--- config.mk ---
export PLATFORM = sky130hd
export DESIGN_NAME = ide_cfg_regs
export DESIGN_NICKNAME = d
export VERILOG_FILES = /design/src/rtl/ide_cfg_pkg.sv /design/src/rtl/ide_cfg_decode.sv /design/src/rtl/ide_cfg_regbank.sv /design/src/rtl/ide_cfg_chan_en.sv /design/src/rtl/ide_cfg_regs.sv
export SDC_FILE = /design/constraint.sdc
export NUM_CORES = 1
export LEC_CHECK = 0
export BUFFER_PORTS_ARGS = -buffer_cell sky130_fd_sc_hd__buf_2
export CAP_MARGIN = 10
export CORE_ASPECT_RATIO = 0.9
export CORE_MARGIN = 4
export CORE_UTILIZATION = 50
export DETAILED_ROUTE_END_ITERATION = 8
export PLACE_DENSITY = 0.67
export SKIP_LAST_GASP = 1
export SYNTH_ARGS = -nofsm -noshare
export SYNTH_HDL_FRONTEND = slang
export SYNTH_SLANG_ARGS = --single-unit
--- constraint.sdc ---
create_clock -name clk -period 2.5 [get_ports clk]
set_input_delay 0.25 -clock clk [delete_from_list [all_inputs] [get_ports clk]]
set_output_delay 0.25 -clock clk [all_outputs]
set_load 0.02 [all_outputs]
--- src/rtl/ide_cfg_pkg.sv ---
package ide_cfg_pkg;

   localparam int unsigned BYTE_W = 8;

   typedef enum logic [1:0] {
      SEL_NONE = 2'd0,
      SEL_KEY  = 2'd1,
      SEL_IDX  = 2'd2,
      SEL_WIN  = 2'd3
   } port_sel_e;

   // Writable-bit mask for each register index; zero marks a read-only slot
   function automatic logic [BYTE_W-1:0] cfg_wmask(input int unsigned i);
      if ((i >= 32'h02 && i <= 32'h06) || (i >= 32'h25 && i <= 32'h33))
         return 8'h1F;
      case (i)
         32'h01:                         return 8'h8F;
         32'h07, 32'h35:                 return 8'hFF;
         32'h09:                         return 8'hC3;
         32'h0A:                         return 8'h4F;
         32'h0B, 32'h0D, 32'h0F, 32'h11: return 8'h03;
         32'h0C, 32'h0E, 32'h10, 32'h12: return 8'h1F;
         default:                        return 8'h00;
      endcase
   endfunction

   // Power-on contents of each register index
   function automatic logic [BYTE_W-1:0] cfg_rstval(input int unsigned i);
      case (i)
         32'h00:                         return 8'h57;
         32'h01:                         return 8'h02;
         32'h08, 32'h34:                 return 8'hFF;
         32'h09:                         return 8'h41;
         32'h0C, 32'h0E, 32'h10, 32'h12: return 8'h02;
         32'h35:                         return 8'h01;
         default:                        return 8'h00;
      endcase
   endfunction

endpackage

--- src/rtl/ide_cfg_decode.sv ---
module ide_cfg_decode
   import ide_cfg_pkg::*;
#(
   parameter int unsigned     ADDR_W   = 16,
   parameter logic [ADDR_W-1:0] KEY_ADDR = 16'h00F4,
   parameter logic [ADDR_W-1:0] IDX_ADDR = 16'h00F8,
   parameter logic [ADDR_W-1:0] WIN_ADDR = 16'h00FC
) (
   input  logic [ADDR_W-1:0] addr,
   output port_sel_e         sel
);

   always_comb begin
      if (addr == KEY_ADDR)      sel = SEL_KEY;
      else if (addr == IDX_ADDR) sel = SEL_IDX;
      else if (addr == WIN_ADDR) sel = SEL_WIN;
      else                       sel = SEL_NONE;
   end

endmodule

--- src/rtl/ide_cfg_regbank.sv ---
module ide_cfg_regbank
   import ide_cfg_pkg::*;
#(
   parameter int unsigned NUM_REGS = 256,
   localparam int unsigned IDX_W   = $clog2(NUM_REGS)
) (
   input  logic              clk,
   input  logic              rst_n,
   input  logic              wr_en,
   input  logic [IDX_W-1:0]  wr_idx,
   input  logic [BYTE_W-1:0] wr_data,
   input  logic [IDX_W-1:0]  rd_idx,
   output logic [BYTE_W-1:0] rd_data,
   output logic              pri_bit,
   output logic              sec_dis_bit
);

   localparam int unsigned GEN_IDX = 32'h01;
   localparam int unsigned PEN_IDX = 32'h35;

   logic [NUM_REGS-1:0][BYTE_W-1:0] bank;

   for (genvar i = 0; i < NUM_REGS; i++) begin : g_reg
      localparam logic [BYTE_W-1:0] MASK = cfg_wmask(i);
      localparam logic [BYTE_W-1:0] RVAL = cfg_rstval(i);
      if (MASK == '0) begin : g_fixed
         assign bank[i] = RVAL;
      end else begin : g_store
         logic [BYTE_W-1:0] q;
         always_ff @(posedge clk or negedge rst_n) begin
            if (!rst_n)
               q <= RVAL;
            else if (wr_en && (wr_idx == IDX_W'(i)))
               q <= wr_data & MASK;
         end
         assign bank[i] = q;
      end
   end

   assign rd_data     = bank[rd_idx];
   assign pri_bit     = bank[GEN_IDX][0];
   assign sec_dis_bit = bank[PEN_IDX][6];

endmodule

--- src/rtl/ide_cfg_chan_en.sv ---
module ide_cfg_chan_en #(
   parameter bit EN_REGISTERED = 1'b1
) (
   input  logic clk,
   input  logic rst_n,
   input  logic pri_bit,
   input  logic sec_dis_bit,
   output logic pri_en,
   output logic sec_en
);

   logic pri_d, sec_d;

   always_comb begin
      pri_d = pri_bit;
      sec_d = pri_bit & ~sec_dis_bit;
   end

   if (EN_REGISTERED) begin : g_flop
      always_ff @(posedge clk or negedge rst_n) begin
         if (!rst_n) begin
            pri_en <= 1'b0;
            sec_en <= 1'b0;
         end else begin
            pri_en <= pri_d;
            sec_en <= sec_d;
         end
      end
   end else begin : g_comb
      logic unused_clk;
      assign unused_clk = clk ^ rst_n;
      assign pri_en = pri_d;
      assign sec_en = sec_d;
   end

endmodule

--- src/rtl/ide_cfg_regs.sv ---
module ide_cfg_regs
   import ide_cfg_pkg::*;
#(
   parameter int unsigned       ADDR_W        = 16,
   parameter logic [ADDR_W-1:0] KEY_ADDR      = 16'h00F4,
   parameter logic [ADDR_W-1:0] IDX_ADDR      = 16'h00F8,
   parameter logic [ADDR_W-1:0] WIN_ADDR      = 16'h00FC,
   parameter logic [7:0]        UNLOCK_KEY    = 8'h30,
   parameter int unsigned       NUM_REGS      = 256,
   parameter bit                EN_REGISTERED = 1'b1
) (
   input  logic              clk,
   input  logic              rst_n,
   input  logic [ADDR_W-1:0] io_addr,
   input  logic              io_wr,
   input  logic [7:0]        io_wdata,
   output logic [7:0]        io_rdata,
   output logic              pri_chan_en,
   output logic              sec_chan_en
);

   localparam int unsigned IDX_W = $clog2(NUM_REGS);

   if (IDX_W > BYTE_W) begin : g_chk_wide
      $error("NUM_REGS exceeds the range of a byte-wide select");
   end
   if (NUM_REGS != (1 << IDX_W)) begin : g_chk_pow2
      $error("NUM_REGS must be a power of two");
   end
   if (NUM_REGS <= 32'h35) begin : g_chk_small
      $error("NUM_REGS too small for the port-enable register");
   end
   if ((KEY_ADDR == IDX_ADDR) || (KEY_ADDR == WIN_ADDR) || (IDX_ADDR == WIN_ADDR)) begin : g_chk_addr
      $error("port addresses must be distinct");
   end

   port_sel_e         sel;
   logic [7:0]        key_q;
   logic [IDX_W-1:0]  idx_q;
   logic              unlocked;
   logic              bank_wr;
   logic [7:0]        bank_rd;
   logic              cfg_pri_bit;
   logic              cfg_sec_dis;

   ide_cfg_decode #(
      .ADDR_W   (ADDR_W),
      .KEY_ADDR (KEY_ADDR),
      .IDX_ADDR (IDX_ADDR),
      .WIN_ADDR (WIN_ADDR)
   ) u_dec (
      .addr (io_addr),
      .sel  (sel)
   );

   always_ff @(posedge clk or negedge rst_n) begin
      if (!rst_n) begin
         key_q <= '0;
         idx_q <= '0;
      end else if (io_wr) begin
         if (sel == SEL_KEY) key_q <= io_wdata;
         if (sel == SEL_IDX) idx_q <= io_wdata[IDX_W-1:0];
      end
   end

   assign unlocked = (key_q == UNLOCK_KEY);
   assign bank_wr  = io_wr && (sel == SEL_WIN) && unlocked;

   ide_cfg_regbank #(
      .NUM_REGS (NUM_REGS)
   ) u_bank (
      .clk         (clk),
      .rst_n       (rst_n),
      .wr_en       (bank_wr),
      .wr_idx      (idx_q),
      .wr_data     (io_wdata),
      .rd_idx      (idx_q),
      .rd_data     (bank_rd),
      .pri_bit     (cfg_pri_bit),
      .sec_dis_bit (cfg_sec_dis)
   );

   ide_cfg_chan_en #(
      .EN_REGISTERED (EN_REGISTERED)
   ) u_en (
      .clk         (clk),
      .rst_n       (rst_n),
      .pri_bit     (cfg_pri_bit),
      .sec_dis_bit (cfg_sec_dis),
      .pri_en      (pri_chan_en),
      .sec_en      (sec_chan_en)
   );

   always_comb begin
      case (sel)
         SEL_KEY: io_rdata = key_q;
         SEL_WIN: io_rdata = bank_rd;
         default: io_rdata = 8'hFF;
      endcase
   end

endmodule

==> flow_summary.toml <==
[synthesis]
netlist_top_cells_count = "mux2_2, dfrtp_1, nand2_1, clkbuf_1, nand3_1"
synthTopCellsByArea = "dfrtp_1, mux2_2, mux4_2"
yosysSeqAreaShare_pct = 51.52
synth.avg_cell_area_um2 = 13.22
synthMostInstantiatedCell = "mux2_2"
synth-seq-cells = 176
syn_inst = 648
synth_edf_count = 0
synth.top_cell.area_share_pct = 49.07
synth_ff_type = "dfrtp_1"
yosysUniqueCellTypes = 61
yosys.area.top_type = "dfrtp_1"
ys_async_sr_fraction_pct = 100.0
syn_nets = 675
ys_warn_count = 0
syn_area_um2 = 8568

[timing]
period_share_pct = 110.8
min_period_ns = 2.770
setup_viol = 5
finalWorstSetupSlack_ns = -0.2695
clock_skew_ns = 0.01139
drv_slew = 0
rsz0062_at_grt = "true"
fmax_mhz = 361.1
worstMarginPinSlew_ns = 0.7456
fin_hold_ws_ns = 0.1037
hold_viol = 0
slew_headroom_pct = 50.29
finalSetupTns_ns = -1.188

[detailed_routing]
drc = 0
dr.pass1.iters = 6
routed_wl_um = 23030
viasPerCell = 6.271
num_vias = 5983
antenna_left = 0
wl_per_cell_um = 24.14
dr.first_iter.drc_count = 459

[worst_setup_path]
cp_cell_sequence = "buf_12 > mux4_2 > mux2_4 > nand2_2 > nand4_1 > a311o_1 > buf_6"
cpLargestDelayFamily = "multiplexers"
required_ns = 2.25
cp.arrival_ns = 2.52
crit_path_end_kind = "output port"
worstSetupPathType = "reg2out"
cp_slowest_cell = "mux4_2"
slowest_delay_ns = 0.50
worst-path-buf-inv = 2
path_max_fanout = 7
startpoint_type = "flip-flop"

[global_routing]
grt_first_pass_wirelength_um = 36650
track_usage_pct = 24.64
antenna_found_initial = 0
grt_pass1_vias = 6279
grt_max_degree = 57
grt.overflow.total = 0

[pwr]
p_leak_nw = 4.786
irDropWorstVdd_v = 0.0004176
power_density_nw_per_um2 = 544.0

[clock_network]
cts_buffers = 17
insertion_delay_ns = 0.44
cts.sinks = 176
clk_pin_slew_ns = 0.08
root_buffer = "clkbuf_16"
cts_max_level = 4
cts_tree = "done"
cts_max_path_buffers = 2

[finish]
fill_cells = 1284
antenna_cells = 0
areaGrowthSynthToFinish_pct = 20.06
regArea_um2 = 4417
multi_input_area_um2 = 4144
nets = 757
drive_gt1_share_pct = 52.49
final_util_pct = 61.11
final_area_um2 = 10290

[placement]
hpwl_um = 15560
io_buffers = 36
placed_area_um2 = 9341
dp_slack_ns = 0.03799
place_congestion = 1.003

[status]
outcome = "finished with violations"
violations = "setup timing"

[floorplan]
io_pins = 37
rows = 45
fp.dieH_um = 132.2
core_um2 = 16830
die_area_um2 = 19300
die_x_um = 146.0
start_util_pct = 50.90

[run]
drv_cap = 0

[min_path]
hold_path.class = "in2reg"
-- registers in the layout (all words and copies together), names as in the netlist --
name,count
key_q,8
idx_q,8
u_bank.g.g_store.q,158
u_en.sec_en,1
u_en.pri_en,1
-- per-stage QoR --
step / std cells / power, mW
after global routing: 954 / 5.781
after global placement: 908 / 3.065
after floorplan: 648 / 2.944
after CTS: 949 / 5.636
after detailed placement: 908 / 3.069
final: 954 / 5.597
-- metal layers --
layer  up-vias  GRT usage [%]  part of all wire [%]
li1       2602              -                     -
met1      3148          34.69                    45
met2       190          38.65                    47
met3        43          5.088                   5.0
met4         0          8.150                   2.5
met5         -              0                     0
-- logic make-up after synthesis --
group / Yosys count / share of synthesized area, %
AOI/OAI and AO/OA: 70 / 5.797
buffers and inverters: 52 / 2.439
DFF: 176 / 51.52
muxes: 214 / 30.56
and+or+nand+nor: 136 / 9.682
-- worst min-delay path: cells and delay by family --
family,cells,cell delay [ns]
buffers and inverters,1,0.13
AND/OR/NAND/NOR,1,0.06
AO/OA/AOI/OAI,1,0.06
-- cells in the final DEF (no fill, tap or decap), types with 5 or more instances in the layout --
cell type	Yosys	layout
dfrtp_1	168	166
nor4_4	6	6
dfstp_2	8	8
mux2i_1	13	12
buf_6	0	10
inv_1	8	8
nor2_1	16	15
mux4_2	20	20
clkbuf_16	0	17
nor3_1	7	6
mux2_2	178	177
o21ai_0	14	10
a21oi_1	11	9
nand2_1	37	35
inv_6	0	7
buf_4	1	57
and3_1	5	5
buf_2	8	29
nor2b_1	10	7
buf_12	0	6
nand3_1	23	23
-- power breakdown --
group          switching, mW  leakage (nW)  total (mW)  internal (mW)
Sequential          0.000139          2.41        2.85           2.85
Clock                   1.26         0.267        2.58           1.32
Combinational          0.135          2.11       0.170         0.0355
Total                   1.39          4.79        5.60           4.20
-- worst paths after layout --
kind / end / slack [ns] / depth (start not counted) / from
worst max-delay path: io_rdata[0] / -0.27 / 7 / idx_q[0]$_DFFE_PN0P_
worst min register to register: u_en.pri_en$_DFF_PN0_ / 0.45 / 0 / u_bank.g_reg[1].g_store.q[0]$_DFFE_PN0P_
worst max register to register: u_bank.g_reg[38].g_store.q[0]$_DFFE_PN0P_ / 0.08 / 6 / idx_q[5]$_DFFE_PN0P_
min in group asynchronous: u_bank.g_reg[18].g_store.q[3]$_DFFE_PN0P_ / 0.32 / 2 / rst_n
max in group asynchronous: u_bank.g_reg[12].g_store.q[1]$_DFFE_PN1P_ / 1.31 / 3 / rst_n
worst min-delay path: key_q[6]$_DFFE_PN0P_ / 0.10 / 3 / io_wdata[6]
-- final cells by class --
type                            instances  area share [%]
Clock inverter                         15           1.374
Tap cell                              211           2.566
Multi-Input combinational cell        420           40.28
Inverter                                9          0.3405
Clock buffer                           17           4.135
Sequential cell                       176           42.93
Timing Repair Buffer                  106           8.368
-- what timing repair did --
action	4_1_cts	5_1_grt
endpoints found under the setup margin	8	23
setup buffers	6	7
gates cloned	2	0
hold buffers	1	0
endpoints found under the hold margin	49	0
resized for setup	48	22
pin swaps	12	12
(Power assumes the default switching activity.)
